[src/rtl/dae_pkg.sv]
package dae_pkg;

  localparam int DATA_W = 16;
  localparam int CHK_W  = 12;
  localparam int WORD_W = DATA_W + CHK_W;

  // Low 12 coefficients of the degree-12 generator; x^12 is implied.
  localparam logic [CHK_W-1:0] GEN_LOW = 12'hACD;

  typedef logic [CHK_W-1:0] syn_t;

  // Column of the check matrix for bit position pos: x^pos mod g(x).
  function automatic syn_t col_of(input int pos);
    syn_t v;
    v = syn_t'(1);
    for (int k = 0; k < pos; k++) begin
      if (v[CHK_W-1]) v = (v << 1) ^ GEN_LOW;
      else            v = v << 1;
    end
    return v;
  endfunction

endpackage

[src/rtl/dae_syndrome.sv]
module dae_syndrome
  import dae_pkg::*;
#(
  parameter int N = WORD_W
) (
  input  logic [N-1:0] word_i,
  output syn_t         syn_o
);

  syn_t term [N];

  for (genvar p = 0; p < N; p++) begin : g_col
    localparam syn_t COL = col_of(p);
    assign term[p] = word_i[p] ? COL : '0;
  end

  always_comb begin
    syn_o = '0;
    for (int p = 0; p < N; p++) begin
      syn_o = syn_o ^ term[p];
    end
  end

endmodule

[src/rtl/dae_encoder.sv]
module dae_encoder
  import dae_pkg::*;
#(
  parameter int DW = DATA_W,
  localparam int NW = DW + CHK_W
) (
  input  logic [DW-1:0] data_i,
  output logic [NW-1:0] word_o
);

  syn_t chk;

  // Check columns are unit vectors, so the check bits equal the
  // syndrome contributed by the data bits alone.
  dae_syndrome #(.N(NW)) u_syn (
    .word_i ({data_i, {CHK_W{1'b0}}}),
    .syn_o  (chk)
  );

  assign word_o = {data_i, chk};

endmodule

[src/rtl/dae_flip_decoder.sv]
module dae_flip_decoder
  import dae_pkg::*;
#(
  parameter int N = WORD_W
) (
  input  syn_t         syn_i,
  output logic [N-1:0] mask_o
);

  logic [N-1:0] hit_one;
  logic [N-2:0] hit_two;

  for (genvar p = 0; p < N; p++) begin : g_one
    localparam syn_t C1 = col_of(p);
    assign hit_one[p] = (syn_i == C1);
  end

  for (genvar p = 0; p < N - 1; p++) begin : g_two
    localparam syn_t C2 = col_of(p) ^ col_of(p + 1);
    assign hit_two[p] = (syn_i == C2);
  end

  for (genvar i = 0; i < N; i++) begin : g_mask
    if (i == 0) begin : g_lo
      assign mask_o[i] = hit_one[i] | hit_two[i];
    end else if (i == N - 1) begin : g_hi
      assign mask_o[i] = hit_one[i] | hit_two[i-1];
    end else begin : g_mid
      assign mask_o[i] = hit_one[i] | hit_two[i] | hit_two[i-1];
    end
  end

  always_comb begin

    match_unique_chk: assert ($onehot0({hit_one, hit_two}))
      else $error("more than one syndrome match");

    mask_shape_chk: assert (($countones(mask_o) < 2) ||
                            (($countones(mask_o) == 2) && ((mask_o & (mask_o >> 1)) != '0)))
      else $error("flip mask not a single bit or neighbour pair");
  end

endmodule

[src/rtl/dae_codec.sv]
module dae_codec
  import dae_pkg::*;
#(
  parameter int DW = DATA_W,
  localparam int NW = DW + CHK_W
) (
  input  logic [DW-1:0] enc_data_i,
  output logic [NW-1:0] enc_word_o,
  input  logic [NW-1:0] dec_word_i,
  output logic [NW-1:0] dec_word_o,
  output logic [DW-1:0] dec_data_o,
  output logic          dec_err_o,
  output logic          dec_fix_o,
  output logic          dec_ue_o
);

  syn_t          syn;
  logic [NW-1:0] mask;

  dae_encoder #(.DW(DW)) u_enc (
    .data_i (enc_data_i),
    .word_o (enc_word_o)
  );

  dae_syndrome #(.N(NW)) u_syn (
    .word_i (dec_word_i),
    .syn_o  (syn)
  );

  dae_flip_decoder #(.N(NW)) u_flip (
    .syn_i  (syn),
    .mask_o (mask)
  );

  assign dec_word_o = dec_word_i ^ mask;
  assign dec_data_o = dec_word_o[NW-1:CHK_W];
  assign dec_err_o  = |syn;
  assign dec_fix_o  = |mask;
  assign dec_ue_o   = dec_err_o & ~dec_fix_o;

  always_comb begin

    flag_excl_chk: assert (!(dec_fix_o && dec_ue_o) && (!dec_fix_o || dec_err_o))
      else $error("inconsistent flags");

    ue_keep_chk: assert (!dec_ue_o || (dec_word_o == dec_word_i))
      else $error("uncorrectable word was modified");

    loop_clean_chk: assert ((dec_word_i != enc_word_o) || (!dec_err_o && (dec_data_o == enc_data_i)))
      else $error("fresh code word not clean");
  end

endmodule

[config.mk]
export PLATFORM = sky130hd
export DESIGN_NAME = dae_codec
export DESIGN_NICKNAME = d
export VERILOG_FILES = /design/src/rtl/dae_pkg.sv /design/src/rtl/dae_syndrome.sv /design/src/rtl/dae_encoder.sv /design/src/rtl/dae_flip_decoder.sv /design/src/rtl/dae_codec.sv
export SDC_FILE = /design/constraint.sdc
export NUM_CORES = 1
export LEC_CHECK = 0
export BUFFER_PORTS_ARGS = -buffer_cell sky130_fd_sc_hd__buf_4
export CAP_MARGIN = 0
export CORE_ASPECT_RATIO = 0.75
export CORE_UTILIZATION = 35
export DETAILED_ROUTE_END_ITERATION = 8
export SETUP_SLACK_MARGIN = 0.15
export SLEW_MARGIN = 10
export SYNTH_ARGS = -nofsm -noshare
export SYNTH_HDL_FRONTEND = slang
export SYNTH_HIERARCHICAL = 1
export SYNTH_SLANG_ARGS = --single-unit
[constraint.sdc]
create_clock -name vclk -period 4.49
set_input_delay 0.6735 -clock vclk [all_inputs]
set_output_delay 0.6735 -clock vclk [all_outputs]
set_load 0.01 [all_outputs]
==> results of run 1 <==
## critical path: stages
cell and delay (ns):
buf_4 0.10, xnor3_2 0.46, buf_6 0.15, xnor2_4 0.18, xnor3_2 0.33, buf_4 0.18
and4bb_2 0.27, nand4_1 0.21, buf_4 0.16, buf_4 0.09, nand2_1 0.10, nor4_2 0.18
nand3_1 0.18, or2_1 0.25, buf_4 0.14
## cell usage after synthesis (2+ instances only)
cell	instances	area, µm²
buf_4	33	247.7
buf_2	10	50.05
nor4b_1	4	35.03
xnor3_2	2	47.55
nand2_1	14	52.55
o311ai_1	2	17.52
and4_1	2	17.52
and2b_1	3	22.52
and4bb_2	7	87.58
nor4b_2	5	75.07
xor2_1	44	385.4
and2_1	3	18.77
nor4_4	3	63.81
o211ai_1	3	22.52
nor4_1	9	56.30
o21ai_1	2	10.01
nor2_1	7	26.28
nand2_2	3	18.77
inv_1	7	26.28
nor2b_1	6	37.54
xnor3_1	16	360.4
and4b_1	6	60.06
clkbuf_2	2	10.01
xnor2_1	62	543.0
a2111oi_4	2	55.05
xnor2_2	4	65.06
nand3_1	15	75.07
a2111oi_2	4	60.06
nand4_1	27	168.9
xor3_1	2	47.55
xor2_2	2	32.53
## layout make-up
class | instances | share of cell area [%]
Inverter | 7 | 0.6115
Multi-Input combinational cell | 281 | 64.30
Tap cell | 105 | 3.058
Timing Repair Buffer | 179 | 32.03
## through the flow
stage / setup TNS, ns / cells / setup slack, ns / power [mW] / util (%)
global route: 0 / 572 / 0.08267 / 1.528 / 54.03
floorplan: 0 / 333 / 0.3588 / 0.8246 / -
CTS: 0 / 561 / 0.1161 / 1.328 / 51.49
detailed placement: -0.03624 / 559 / -0.02844 / 1.315 / 50.69
finish: 0 / 572 / 0.1621 / 1.444 / 54.03
global placement: -0.2047 / 559 / -0.08453 / 1.332 / 50.69
## power groups by stage
stage / logic [mW] / clock network, mW / registers, mW
finish: 1.44 / 0 / 0
detailed placement: 1.31 / 0 / 0
global placement: 1.33 / 0 / 0
global route: 1.53 / 0 / 0
CTS: 1.33 / 0 / 0
floorplan: 0.825 / 0 / 0
## path summary, 6_finish.rpt
check	slack, ns	cells after the start	from	to
min	1.56	2	enc_data_i[9]	enc_word_o[21]
max	0.16	15	dec_word_i[24]	dec_fix_o
## timing repair
| action | 4_1_cts | 5_1_grt |
|---|---|---|
| hold endpoints to repair | 0 | 0 |
| hold buffers | 0 | 0 |
| buffers inserted | 2 | 11 |
| setup endpoints to repair | 5 | 21 |
| resized for setup | 7 | 20 |
| pin swaps | 4 | 11 |
## routing by layer
metal  vias to the layer above  track usage, %  routed length, µm
met1                      1429           34.49               4668
met3                        20           7.303               1229
met5                         -               0                  0
met2                       198           34.65               4374
li1                       1409               -                  -
met4                         0           3.973                125
## kinds of logic (layout without fill, tap and decap cells)
kind of cell,Yosys count,count (layout)
xor gates and xnor gates,132,132
AOI/OAI and AO/OA,17,17
other,1,12
buffers and inverters,52,186
and+or+nand+nor,120,120
==> flow_summary.toml, run 1 <==
[outcome]
status = "finished clean"

[logic_synthesis]
postSynthAreaPerCell_um2 = 8.992
synthXorXnorAreaFrac_pct = 51.17
synthMuxAreaShare_pct = 0
synthesis.area_mm2 = 0.002895
dominant_combinational_cell_family_by_area_after_synthesis = "XOR/XNOR gates"
synthAdderAreaFrac_pct = 0
synth_cell_types = 42
total_of_warnings_raised_by_yosys = 6
synth_compound_gate_area_share_pct = 7.001
seq_area_frac_synth_pct = 0
synthSimpleGateAreaFrac_pct = 30.16
synthesis.instances = 322

[cells_and_area]
layout.cell_area.non_filler_mm2 = 0.004297
drive_above_1_share_pct = 50.11
seq_cells = 0
fin_nets = 513
multiInputGateArea_mm2 = 0.002763
final_cell_mix = "buf_4 (175), xnor2_1 (57), xor2_1 (44)"
antenna_cells = 0
ff_latch_area_um2 = 0
final_common_cell = "buf_4"
nFillCells = 740
nClkBuffers = 0
area.growth.synth_to_final_pct = 48.40

[timing]
max_freq_ghz = 0.2311
timing.max_slew.rel_slack_pct = 53.13
whs_ns = 1.557
setup_repair_after_global_routing_missed_its_margin = "true"
timing.final.crit_share_pct = 96.39
final.min_clock_period_ns = 4.328
finalMaxSlewViolations = 0
worstMarginPinSlew_ns = 0.6997
timing.final.setup_violations = 0
hold_viol = 0

[floorplanning]
die-area_mm2 = 0.008643
floorplan.io_pins = 119
die_y_um = 80.77
fp.coreArea_mm2 = 0.007953
start_util_pct = 36.41
core.rowCount = 28
die_width_um = 107.0

[pwr]
clock_power_share_pct = 0
vdd.ir_drop.worst_v = 0.0001717
internal_power_uw = 656.0
share_seq_of_total_power_pct = 0
power.density_cell_area_mw_per_mm2 = 336.1
power.combinational.fraction_pct = 100.0
leakage_nw = 2.098
power.switching_uw = 788.1
p_sw_share_pct = 54.57

[global_route]
first_global_vias = 2895
grt_overflow_total = 0
grt_max_degree = 20
first_pass_grt_wire_length_um = 15970
grt_use_total_pct = 23.78
grt_antenna_before_repair = 0

[critical_path]
timing.critical_path.required_ns = 3.82
worstPathMaxFanout = 6
cp_data_arrival_time_ns = 3.65
path_class = "in2out"
endpoint_kind = "output port"
startpoint_type = "input pin"

[detailed_routing]
drt_drc_violations_left = 0
viasPerCell = 5.343
drt-initial-drc-count = 280
routed_wl_um = 10400
route.vias.total = 3056
wire_per_inst_um = 18.18
first_pass_iters = 5
drt.antenna.violating_nets = 0

[place]
post-dp-hpwl_um = 8667
place_congestion = 1.006
placement.io_buffers = 119
placed_area_mm2 = 0.004031

[hold_path]
worst_hold_path_type = "in2out"

[run]
timing.max_cap.violations = 0
Power figures use the tool's default switching activity.
==> inputs of run 2 (changes only) <==
==> constraint.sdc (replaced) <==
create_clock -name vclk -period 4.49
set_input_delay 0 -clock vclk [all_inputs]
set_output_delay 0 -clock vclk [all_outputs]
set_load 0.01 [all_outputs]
==> run 2 against run 1 <==
  * Cell count shrank 8.7%
  * Via count down 7.7%
  * Critical path type unchanged
  * Highest routed layer unchanged
  * Flip-flop and latch count did not move
==> flow_summary.toml, run 2 (same netlist as run 1, synthesis figures left out) <==
[detailed_routing]
wire_per_inst_um = 18.63
route.vias.total = 2822
drt.antenna.violating_nets = 0
first_pass_iters = 5
routed_wl_um = 9726
viasPerCell = 5.406
drt-initial-drc-count = 205
drt_drc_violations_left = 0

[critical_path]
endpoint_kind = "output port"
timing.critical_path.required_ns = 4.49
crit_slowest_cell = "xnor3_1"
worstPathMaxFanout = 18
critical_path.cell_chain = "buf_4 > xnor3_2 > xnor2_2 > xnor3_1 > and4b_1 > nand4_1 > o311ai_1 > nor4_1 > nand4_1 > or2_1 > buf_4"
cp_data_arrival_time_ns = 3.41
critical-path-max-stage-delay_ns = 0.76
path_class = "in2out"
startpoint_type = "input pin"

[cells_and_area]
post_layout_nonfiller_instances = 522
area.growth.synth_to_final_pct = 28.78
antenna_cells = 0
seq_cells = 0
drive_above_1_share_pct = 39.09
fin_nets = 463
layout.cell_area.non_filler_mm2 = 0.003729
ff_latch_area_um2 = 0
final_common_cell = "buf_4"
nClkBuffers = 0
nFillCells = 796
final_cell_mix = "buf_4 (129), xnor2_1 (62), xor2_1 (44)"

[run]
timing.max_cap.violations = 0

[timing]
timing.max_slew.rel_slack_pct = 43.47
final.min_clock_period_ns = 3.415
max_freq_ghz = 0.2928
whs_ns = 0.2070
worstMarginPinSlew_ns = 0.8347
finalMaxSlewViolations = 0
timing.final.crit_share_pct = 76.06
setup_repair_after_global_routing_missed_its_margin = "false"
hold_viol = 0
setup_total_negative_slack_ns = 0
timing.final.setup_violations = 0

[place]
placed_cells = 522
placed_area_mm2 = 0.003729
place_congestion = 0.8917
placement.io_buffers = 119
post-dp-hpwl_um = 8100

[hold_path]
worst_hold_path_type = "in2out"

[global_route]
grt_antenna_before_repair = 0
first_global_vias = 2603
grt_overflow_total = 0
grt_max_degree = 21
grt_use_total_pct = 21.85
first_pass_grt_wire_length_um = 14630

[floorplanning]
core.rowCount = 28
start_util_pct = 36.41
floorplan.io_pins = 119
die_y_um = 80.77
fp.coreArea_mm2 = 0.007953
die_width_um = 107.0
die-area_mm2 = 0.008643

[pwr]
leakage_nw = 1.715
power.density_cell_area_mw_per_mm2 = 326.3
vdd.ir_drop.worst_v = 0.0001806
design_power_total_mw = 1.217

[clocking]
postCtsHoldBufs = 0
cts_setup_buffers = 0
cts-resized-gates = 0

[outcome]
status = "finished clean"
## run 2: changes by cell type in the layout (fill, tap and decap cells not counted), moves of 3 or more
cell / before / now
xnor2_2: 8 / 4
xnor2_1: 57 / 62
buf_4: 175 / 129
nor4_1: 6 / 9
nor4_2: 4 / 1
## run 2: routing by layer
layer / part of all wire [%] / global-route usage, % / wire, µm
met1: 50 / 34.90 / 4902
met2: 40 / 32.00 / 3911
met3: 8.6 / 2.488 / 841
met4: 0.73 / 1.507 / 71
met5: 0 / 0 / 0
## run 2: path summary, 6_finish.rpt
path	from	end	depth (start not counted)
worst max-delay path	dec_word_i[24]	dec_fix_o	11
worst min-delay path	enc_data_i[12]	enc_word_o[24]	2
## run 2: layout make-up
type                       instances  area (µm²)  share of cell area (%)
inverter                           7       26.28                  0.7047
timing repair buffer             129       968.4                   25.97
multi-input combinational        281        2603                   69.80
tap                              105       131.4                   3.523
## run 2: where the power goes
group	total [mW]	switching (mW)	internal, mW	leakage, nW
Combinational	1.22	0.716	0.501	1.72
Sequential	0	0	0	0
Clock	0	0	0	0
## run 2: critical path, delay by kind of cell
family                    cells  cell delay (ns)
buffers and inverters         2             0.24
and+or+nand+nor               5             1.43
AOI/OAI and AO/OA             1             0.29
xor gates and xnor gates      3             1.45
## run 2: stage by stage
step | worst slack [ns] | util, %
final | 1.075 | 46.88
after detailed placement | 1.182 | 46.88
after CTS | 1.170 | 46.88
after floorplan | 1.706 | -
after global routing | 0.8925 | 46.88
after global placement | 1.113 | 46.88
